File: src/rtl/lk_pkg.sv
package lk_pkg;
  localparam int SCORE_W = 8;
  localparam logic [SCORE_W-1:0] SCORE_MAX = '1;
  typedef logic [SCORE_W-1:0] score_t;

  // saturating rise by inc
  function automatic score_t step_up(score_t s, int unsigned inc);
    logic [SCORE_W:0] sum;
    sum = {1'b0, s} + (SCORE_W+1)'(inc);
    if (sum > {1'b0, SCORE_MAX}) return SCORE_MAX;
    return sum[SCORE_W-1:0];
  endfunction

  // clamping fall by dec
  function automatic score_t step_down(score_t s, int unsigned dec);
    if (s < score_t'(dec)) return '0;
    return s - score_t'(dec);
  endfunction

  function automatic logic above(score_t s, score_t t);
    return s > t;
  endfunction
endpackage

File: src/rtl/lk_score.sv
module lk_score
  import lk_pkg::*;
#(
  parameter int unsigned INC = 1,
  parameter int unsigned DEC = 8
) (
  input  logic   clk,
  input  logic   rst,
  input  logic   up_evt,
  input  logic   dn_evt,
  output score_t score_q
);
  score_t score_d;

  always_comb begin
    score_d = score_q;
    if (up_evt)      score_d = step_up(score_q, INC);
    else if (dn_evt) score_d = step_down(score_q, DEC);
  end

  always_ff @(posedge clk) begin
    if (rst) score_q <= '0;
    else     score_q <= score_d;
  end
endmodule

File: src/rtl/lk_thresh.sv
module lk_thresh
  import lk_pkg::*;
#(
  parameter int unsigned THR_RST = 16
) (
  input  logic   clk,
  input  logic   rst,
  input  score_t thr_in,
  input  score_t score,
  output score_t thr_q,
  output logic   lock_q
);
  always_ff @(posedge clk) begin
    if (rst) begin
      thr_q  <= score_t'(THR_RST);
      lock_q <= 1'b0;
    end else begin
      thr_q  <= thr_in;
      lock_q <= above(score, thr_q);
    end
  end
endmodule

File: src/rtl/lock_hyst.sv
module lock_hyst
  import lk_pkg::*;
#(
  parameter int unsigned INC     = 1,
  parameter int unsigned DEC     = 8,
  parameter int unsigned THR_RST = 16
) (
  input  logic               clk,
  input  logic               rst,
  input  logic               line_stb,
  input  logic               raw_lock,
  input  logic [SCORE_W-1:0] thr_in,
  output logic               lock_out,
  output logic [SCORE_W-1:0] score
);
  // named line events, also seen by the checker
  logic   up_evt;
  logic   dn_evt;
  score_t score_q;
  score_t thr_q;
  logic   lock_q;

  assign up_evt = line_stb &  raw_lock;
  assign dn_evt = line_stb & ~raw_lock;

  lk_score #(.INC(INC), .DEC(DEC)) u_score (
    .clk     (clk),
    .rst     (rst),
    .up_evt  (up_evt),
    .dn_evt  (dn_evt),
    .score_q (score_q)
  );

  lk_thresh #(.THR_RST(THR_RST)) u_thr (
    .clk    (clk),
    .rst    (rst),
    .thr_in (thr_in),
    .score  (score_q),
    .thr_q  (thr_q),
    .lock_q (lock_q)
  );

  assign score    = score_q;
  assign lock_out = lock_q;
endmodule

File: config.mk
export PLATFORM = sky130hd
export DESIGN_NAME = lock_hyst
export DESIGN_NICKNAME = d
export VERILOG_FILES = /design/src/rtl/lk_pkg.sv /design/src/rtl/lk_score.sv /design/src/rtl/lk_thresh.sv /design/src/rtl/lock_hyst.sv
export SDC_FILE = /design/constraint.sdc
export NUM_CORES = 1
export LEC_CHECK = 0
export CAP_MARGIN = 10
export CORE_MARGIN = 8
export CORE_UTILIZATION = 30
export DETAILED_ROUTE_END_ITERATION = 16
export DONT_BUFFER_PORTS = 1
export SLEW_MARGIN = 25
export SYNTH_ARGS = -nofsm -noshare
export SYNTH_HDL_FRONTEND = slang
export SYNTH_SLANG_ARGS = --single-unit
File: constraint.sdc
create_clock -name clk -period 1.6 [get_ports clk]
set_clock_uncertainty 0.05 [all_clocks]
set_input_delay 0.08 -clock clk [delete_from_list [all_inputs] [get_ports clk]]
set_output_delay 0.08 -clock clk [all_outputs]
set_load 0.005 [all_outputs]
==> metrics.txt, run 1 <==
die area 0.005791 mm²; Cells after DPL 180; CORE AREA 0.003578 mm²; Period Utilization, post-route 96.59%; CTS tree yes; reg-to-reg startpoint u_score.score_q[1]; commonest non-fill, non-tap cells in the layout dlygate4sd3_1, buf_4, dfxtp_1; Hold Path Class in -> reg; average cell area after synthesis 8.600 µm²; Met2 Wirelength 1205 µm; Yosys top cell area share 31.41%; uppermost layer routed met4; DR vias 956; Routed met3 length 126 µm; # rows 22; total detailed-routing wirelength 2549 µm; Crit path arrival time 1670 ps; initial core utilization 30.28%; Worst Path Required 1730 ps; initial antenna violation count 0; worst slack, placed 13.65 ps; Tmin final 1545 ps; sequential fraction of the synthesis area 31.41%; GR Overflow Total 0; drt first pass iters 5; root buf cell clkbuf_4; worst relative slew slack 74.94%; Chip Width 76.10 µm; Mapped Cells 126; Die H 76.10 µm; power density over the cells 685.0 mW/mm²; Metal-1 WL 1196 µm; Final Power 0.9239 mW; Max Cap Violations 0; Boundary Pins 21; layout cells sized above 1 21.62%; critical path type reg -> reg; cell area after synthesis 0.001084 mm²; post-route setup slack 54.57 ps; H-tree levels 1; Skew-Pair Late Insertion Delay 290 ps; dpl hpwl 1879 µm; worst setup path endpoint u_score.score_q[6]; outcome finished clean; routed vias/inst 4.878; WL/cell 13.01 µm; Setup TNS Final 0 ps; Worst setup SP type register; Area contributors post-synth dfxtp_1, ha_1, nor2b_1, inv_1, o21ai_0; area growth from synthesis to layout 24.48%; leak pwr 0.5693 nW; first-pass GRT wire length 4340 µm; Max Buffers Root-to-Sink 2; crit-path max FO 4; Unique masters post-synth 40; Synth Warn # 0; Max rail drop VDD 302.0 µV; Worst Setup SP u_score.score_q[1]; r2r endpoint u_score.score_q[6]; Setup crit end kind register; final hold violations 0; Pins Over Slew Limit 0; Sink Count 17; Max Clk Rate 647.1 MHz; Num CTS Buffers 3; worst reg-to-reg setup slack 50 ps; non-filler cells, final 196; n_diodes 0; Least-Margin Pin Slew 374.6 ps; GPL Wtd Cong 0.8164; post-synth top area cell dfxtp_1; count of input and output buffers 0; Total Routing Usage GR 8.794%; final setup fails 0; pin count of the biggest net entering global routing 11; post-layout util 37.69%; syn nets 150; postcts setup bufs 0; Reg2Reg Depth 6; final net count 173; vias in the first global route 935; DR iter-0 viols 45; post-route ant nets 0; Worst-path clk slew 110 ps; DRC 0; #FFs+latches synth 17
==> metal layers <==
metal	GRT usage, %	up-vias
met5	0	-
met4	3.462	0
met3	1.887	2
met2	14.48	16
met1	10.82	451
li1	-	487
==> kinds of logic after synthesis <==
family          Yosys count  share of synthesized area [%]
mux                       1                          1.039
flops                    17                          31.41
compound gates           30                          17.55
fa+ha+maj                12                          13.86
simple gates             46                          25.17
xor+xnor                  3                          2.425
buf+inv                  17                          8.545
==> report_power, final <==
group	switching (mW)	total [mW]	internal, mW	leakage (nW)
Sequential	0.0280	0.477	0.449	0.142
Combinational	0.0994	0.213	0.114	0.409
Clock	0.140	0.233	0.0927	0.0177
==> flip-flops by register name, summed over array words and instances, names as in the netlist <==
signal	count
u_thr.lock_q	1
u_thr.thr_q	8
u_score.score_q	8
==> critical path: stages (launching register included) <==
cell,delay (ps)
dfxtp_2,350
ha_2,180
and3_4,180
and3_2,210
xor2_1,130
a222oi_1,250
nor2_1,90
==> synthesized netlist by cell type (all sizes together) <==
| cell | n |
|---|---|
| nand3 | 3 |
| ha | 12 |
| dfxtp | 17 |
| o21ai | 8 |
| nand4 | 3 |
| or2 | 2 |
| o21a | 2 |
| a222oi | 1 |
| o2bb2ai | 1 |
| clkbuf | 3 |
| mux2 | 1 |
| a211oi | 1 |
| o21bai | 1 |
| nor2b | 8 |
| and3 | 3 |
| o211ai | 2 |
| xor2 | 1 |
| a31oi | 4 |
| a21oi | 5 |
| xnor2 | 2 |
| inv | 11 |
| o31ai | 2 |
| nor2 | 9 |
| nor3 | 3 |
| or3 | 3 |
| o22ai | 1 |
| nor3b | 1 |
| or2b | 1 |
| a21o | 2 |
| nor4 | 1 |
| nand2 | 7 |
| nand4b | 1 |
| and2 | 1 |
| buf | 3 |
==> how the worst min path moves through the flow <==
| stage | start | to | slack [ps] | depth (start not counted) |
|---|---|---|---|---|
| 2_1_floorplan | rst | u_thr.thr_q[0] | 100 | 1 |
| 3_3_place_gp | rst | u_score.score_q[3] | 100 | 1 |
| 3_5_place_dp | rst | u_thr.thr_q[0] | 110 | 1 |
| 4_1_cts | line_stb | u_score.score_q[6] | 20 | 3 |
| 5_1_grt | line_stb | u_score.score_q[0] | 50 | 3 |
| 6_report | line_stb | u_score.score_q[0] | 6 | 3 |
==> per-stage QoR <==
step / instance area (µm²) / hold WS, ps
after floorplan: 1084 / 101.6
after global placement: 1182 / 104.3
after detailed placement: 1182 / 106.0
after CTS: 1331 / 21.68
after global routing: 1349 / 51.08
final: 1349 / 5.693
==> area by class of cell <==
class,count,area (µm²)
fill,390,2230
clock buffer,3,22.52
timing repair buffer,24,210.2
sequential,17,346.6
tap,48,60.06
clock inverter,1,5.005
multi-input combinational,92,663.1
inverter,11,41.29
==> timing repair <==
action                                  4_1_cts  5_1_grt
endpoints found under the setup margin        2        7
gates resized for setup                       1        8
pin swaps                                     1        3
endpoints found under the hold margin        17        0
hold buffers                                 12        0
No activity file was read; power rests on OpenSTA's default activity.
==> run 2, diff against run 1 <==
CORE_UTILIZATION = 40   (was 30)
RECOVER_POWER = 50   (was default)
==> metrics.txt, run 2 (synthesized netlist as in run 1, its figures left out) <==
Boundary Pins 21 (unchanged); clock share of power 25.7% (+0.5 points); RSZ-0062 raised after global routing true; final setup fails 0 (unchanged); initial antenna violation count 0 (unchanged); r2r endpoint u_score.score_q[6]; Chip Width 68.05 µm (-11%); critical path type reg -> reg; root buf cell clkbuf_4; # rows 19 (-14%); Least-Margin Pin Slew 633.4 ps (+258.8 ps); CORE AREA 0.002663 mm² (-26%); Metal-1 WL 1111 µm (-7.1%); die area 0.004630 mm² (-20%); first-pass GRT wire length 4388 µm (+1.1%); dpl hpwl 1902 µm (+1.2%); layout cells sized above 1 24.83% (+3.2 points); WL/cell 14.97 µm (+15%); Die H 68.05 µm (-11%); most common cell after layout, fill and taps aside buf_4; Max Buffers Root-to-Sink 2 (unchanged); Levels on crit path 6 (unchanged); count of input and output buffers 0 (unchanged); Worst Path Required 1730 ps (about the same); Routed met3 length 186 µm (+48%); commonest non-fill, non-tap cells in the layout buf_4, dlygate4sd3_1, dfxtp_1; GR Overflow Total 0 (unchanged); Num CTS Buffers 3 (unchanged); worst setup path endpoint u_score.score_q[6]; initial core utilization 40.70% (+10 points); DR iter-0 viols 27 (-40%); Skew-Pair Late Insertion Delay 300 ps (about the same); Worst setup SP type register; Reg2Reg Depth 6 (unchanged); DR vias 990 (+3.6%); Tmin final 1521 ps (-24.88 ps); GPL Wtd Cong 0.8166 (about the same); Crit path max-delay family simple AND/OR/NAND/NOR gates; Int Pwr 0.6565 mW (about the same); uppermost layer routed met4; Max stage delay on crit path 380 ps (+30 ps); post-route ant nets 0 (unchanged); Period Utilization, post-route 95.03% (-1.6 points); crit path cell chain ha_4 > and3_4 > and3_2 > xor2_1 > a222oi_1 > nor2_1; Final Cell Area 0.001368 mm² (+1.4%); Max rail drop VDD 633.6 µV (+110%); Worst Setup SP u_score.score_q[1]; CP Buf/Inv Count 0 (unchanged); leak pwr 0.5717 nW (+0.44%); minimum hold slack 23.38 ps (+17.69 ps); register share of total power 50.6% (-1.0 points); Max Cap Violations 0 (unchanged); Sink Count 17 (unchanged); placed cell area 0.001176 mm² (-0.53%); Crit path arrival time 1650 ps (-20 ps); vias in the first global route 951 (+1.7%); Switching Fraction 30.06% (+1.1 points); fillcell total 269 (-31%); Max Clk Rate 657.7 MHz (+1.6%); n_diodes 0 (unchanged); Hold Path Class in -> reg; reg-to-reg startpoint u_score.score_q[1]; outcome finished clean; Worst path slowest cell dfxtp_4; biggest regs u_score.score_q x8, u_thr.thr_q x8, u_thr.lock_q x1; DRC 0 (unchanged); Total Routing Usage GR 12.33% (+3.5 points); area growth from synthesis to layout 26.21%; power density over the cells 686.5 mW/mm² (+0.22%); total detailed-routing wirelength 2695 µm (+5.7%); worst reg-to-reg setup slack 80 ps (+20 ps); final hold violations 0 (unchanged); crit-path max FO 4 (unchanged); Setup TNS Final 0 ps (unchanged); pin count of the biggest net entering global routing 18 (+7); CTS tree yes; Comb power frac 23.7% (+0.6 points); Setup crit end kind register; Worst-path clk slew 110 ps (about the same); worst relative slew slack 57.63% (-17 points); final net count 174 (+0.58%); routed vias/inst 5.500 (+13%); Psw 0.2822 mW (+5.3%); drt first pass iters 4 (-1); Met2 Wirelength 1348 µm (+12%); H-tree levels 1 (unchanged); Pins Over Slew Limit 0 (unchanged)
run 2: power groups by stage:
stage               sequential [mW]  clock (mW)  combinational, mW
global placement              0.484           0              0.179
CTS                           0.475       0.252              0.216
global route                  0.480       0.269              0.252
detailed placement            0.485           0              0.184
floorplan                     0.476           0              0.152
finish                        0.475       0.242              0.222
run 2: metrics by stage:
stage / utilization [%] / worst slack, ps / total power [mW] / instances
floorplan: - / 23.15 / 0.6280 / 126
global placement: 44.17 / 65.31 / 0.6628 / 165
detailed placement: 44.17 / 33.09 / 0.6689 / 165
CTS: 49.34 / 0.7993 / 0.9422 / 180
global route: 51.36 / -25.61 / 1.001 / 180
finish: 51.36 / 79.45 / 0.9388 / 180
run 2: timing repair:
item / 4_1_cts / 5_1_grt
endpoints found under the setup margin: 0 / 7
setup buffers: 0 / 0
resized for setup: 0 / 16
hold buffers: 11 / 0
endpoints found under the hold margin: 17 / 0
run 2: routing by layer:
metal,vias up,GRT usage [%]
li1,490,-
met5,-,0
met2,19,19.70
met3,5,4.583
met1,476,14.19
met4,0,6.138
run 2: how the worst min path moves through the flow:
stage,from,end,slack (ps),cells past startpoint
final,raw_lock,u_score.score_q[6],20,4
after CTS,raw_lock,u_score.score_q[6],20,4
after detailed placement,rst,u_score.score_q[7],100,1
after global routing,line_stb,u_score.score_q[0],40,3
after global placement,rst,u_score.score_q[3],100,1
after floorplan,rst,u_thr.thr_q[0],100,1
run 2: tightest hold or removal path: cells and delay by family:
family             cells  cell delay, ps
AOI/OAI and AO/OA      2             150
and+or+nand+nor        2             110
run 2: cell type report:
| cell class | count | area [µm²] | share of cell area, % |
|---|---|---|---|
| timing repair buffer | 25 | 219.0 | 16.01 |
| inverter | 11 | 41.29 | 3.019 |
| multi-input combinational | 92 | 685.7 | 50.14 |
| tap | 31 | 38.79 | 2.836 |
| clock buffer | 3 | 22.52 | 1.647 |
| clock inverter | 1 | 5.005 | 0.3660 |
| sequential | 17 | 355.3 | 25.98 |
==> run 3, diff against run 2 <==
CORE_MARGIN = default   (was 8)
MAX_ROUTING_LAYER = met4   (was default)
==> metrics.txt, run 3 (synthesized netlist as in run 1, its figures left out) <==
outcome finished clean; leak pwr 0.5504 nW (-3.7%); H-tree levels 1 (unchanged); Num CTS Buffers 3 (unchanged); Hold Path Class in -> reg; Crit path arrival time 1650 ps (about the same); layout cells sized above 1 19.44% (-5.4 points); Setup TNS Final 0 ps (unchanged); Final Power 0.9164 mW (-2.4%); CORE AREA 0.002522 mm² (-5.3%); Sink Count 17 (unchanged); Max rail drop VDD 447.8 µV (-29%); Least-Margin Pin Slew 420.8 ps (-212.6 ps); Hold Crit Endpoint u_score.score_q[0]; # rows 18 (-1); initial antenna violation count 0 (unchanged); Chip Width 54.05 µm (-21%); post-route ant nets 0 (unchanged); Worst-path clk slew 100 ps (about the same); Period Utilization, post-route 95.26% (+0.23 points); DR vias 944 (-4.6%); GPL Wtd Cong 0.8672 (+6.2%); n_diodes 0 (unchanged); critical path type reg -> reg; minimum hold slack 8.107 ps (-15.28 ps); vias in the first global route 868 (-8.7%); final setup fails 0 (unchanged); Hold Crit Start line_stb; DR iter-0 viols 19 (-30%); commonest non-fill, non-tap cells in the layout ha_1, dfxtp_1, inv_1, dlygate4sd3_1, buf_4; DRC 0 (unchanged); Worst setup SP type register; crit-path max FO 4 (unchanged); RSZ-0062 raised after global routing false; Skew-Pair Late Insertion Delay 300 ps (about the same); Reg2Reg Depth 6 (unchanged); count of input and output buffers 0 (unchanged); total detailed-routing wirelength 2530 µm (-6.1%); power density over the cells 711.1 mW/mm² (+3.6%); postcts setup bufs 0 (unchanged); root buf cell clkbuf_4; final net count 169 (-2.9%); worst relative slew slack 71.85% (+14 points); post-layout util 51.09% (-0.27 points); GR Overflow Total 0 (unchanged); Boundary Pins 21 (unchanged); r2r endpoint u_score.score_q[6]; crit path cell chain ha_1 > and3_4 > and3_2 > xor2_1 > a222oi_1 > nor2_1; Worst path slowest cell dfxtp_1; die area 0.002921 mm² (-37%); Max stage delay on crit path 340 ps (-40 ps); pin count of the biggest net entering global routing 11 (-7); first-pass GRT wire length 4119 µm (-6.1%); Max Buffers Root-to-Sink 2 (unchanged); routed vias/inst 5.425 (-1.4%); Tmin final 1524 ps (+3.667 ps); Max Cap Violations 0 (unchanged); Setup crit end kind register; reg-to-reg startpoint u_score.score_q[1]; biggest regs u_score.score_q x8, u_thr.thr_q x8, u_thr.lock_q x1; Max Clk Rate 656.1 MHz (-0.24%); Total Routing Usage GR 20.80% (+8.5 points); dpl hpwl 1760 µm (-7.4%); Die H 54.05 µm (-21%); final hold violations 0 (unchanged); Pins Over Slew Limit 0 (unchanged); CTS tree yes; drt first pass iters 4 (unchanged); initial core utilization 42.96% (+2.3 points); worst reg-to-reg setup slack 80 ps (about the same); area growth from synthesis to layout 18.94%; Worst Path Required 1730 ps (about the same); WL/cell 14.54 µm (-2.9%); hold path depth 3 (-1)
## run 3: final cells by class
class	instances	area, µm²
Fill cell	246	1234
Multi-Input combinational cell	92	658.1
Sequential cell	17	346.6
Timing Repair Buffer	20	177.7
Inverter	11	41.29
Tap cell	30	37.54
Clock buffer	3	22.52
Clock inverter	1	5.005
## run 3: timing repair
item	in CTS	in global routing
gates resized for setup	0	9
endpoints found under the hold margin	17	0
hold buffers	11	0
setup endpoints to repair	0	8
## run 3: worst max path at each step
stage,end,from,cells after the start
detailed placement,u_score.score_q[2],u_score.score_q[4],5
floorplan,u_score.score_q[6],u_score.score_q[1],6
finish,u_score.score_q[6],u_score.score_q[1],6
CTS,u_score.score_q[2],u_score.score_q[4],5
global placement,u_score.score_q[2],u_score.score_q[4],5
global route,u_score.score_q[6],u_score.score_q[1],6
## run 3: worst max-delay path, delay by kind of cell, from the launching register on
| family | cells | cell delay [ps] |
|---|---|---|
| AND/OR/NAND/NOR | 3 | 470 |
| XOR/XNOR | 1 | 130 |
| flip-flops | 1 | 340 |
| AO/OA/AOI/OAI | 1 | 220 |
| adder cells (fa/ha/maj) | 1 | 200 |
## run 3: metrics by stage
step	cell area, µm²	setup slack, ps	cells
after detailed placement	1137	34.23	159
final	1289	75.78	174
after global routing	1289	13.59	174
after floorplan	1084	23.15	126
after CTS	1275	0.3575	174
after global placement	1137	77.96	159
## run 3: routing by layer
layer	track usage, %	wire, µm	up-vias
li1	-	-	479
met3	7.062	148	2
met5	-	0	-
met2	30.86	1174	29
met1	26.94	1197	434
met4	5.128	10	0
## run 3: report_power, final
part / total (mW) / switching, mW / internal [mW]
Sequential: 0.475 / 0.0261 / 0.449
Clock: 0.235 / 0.142 / 0.0932
Combinational: 0.206 / 0.100 / 0.106
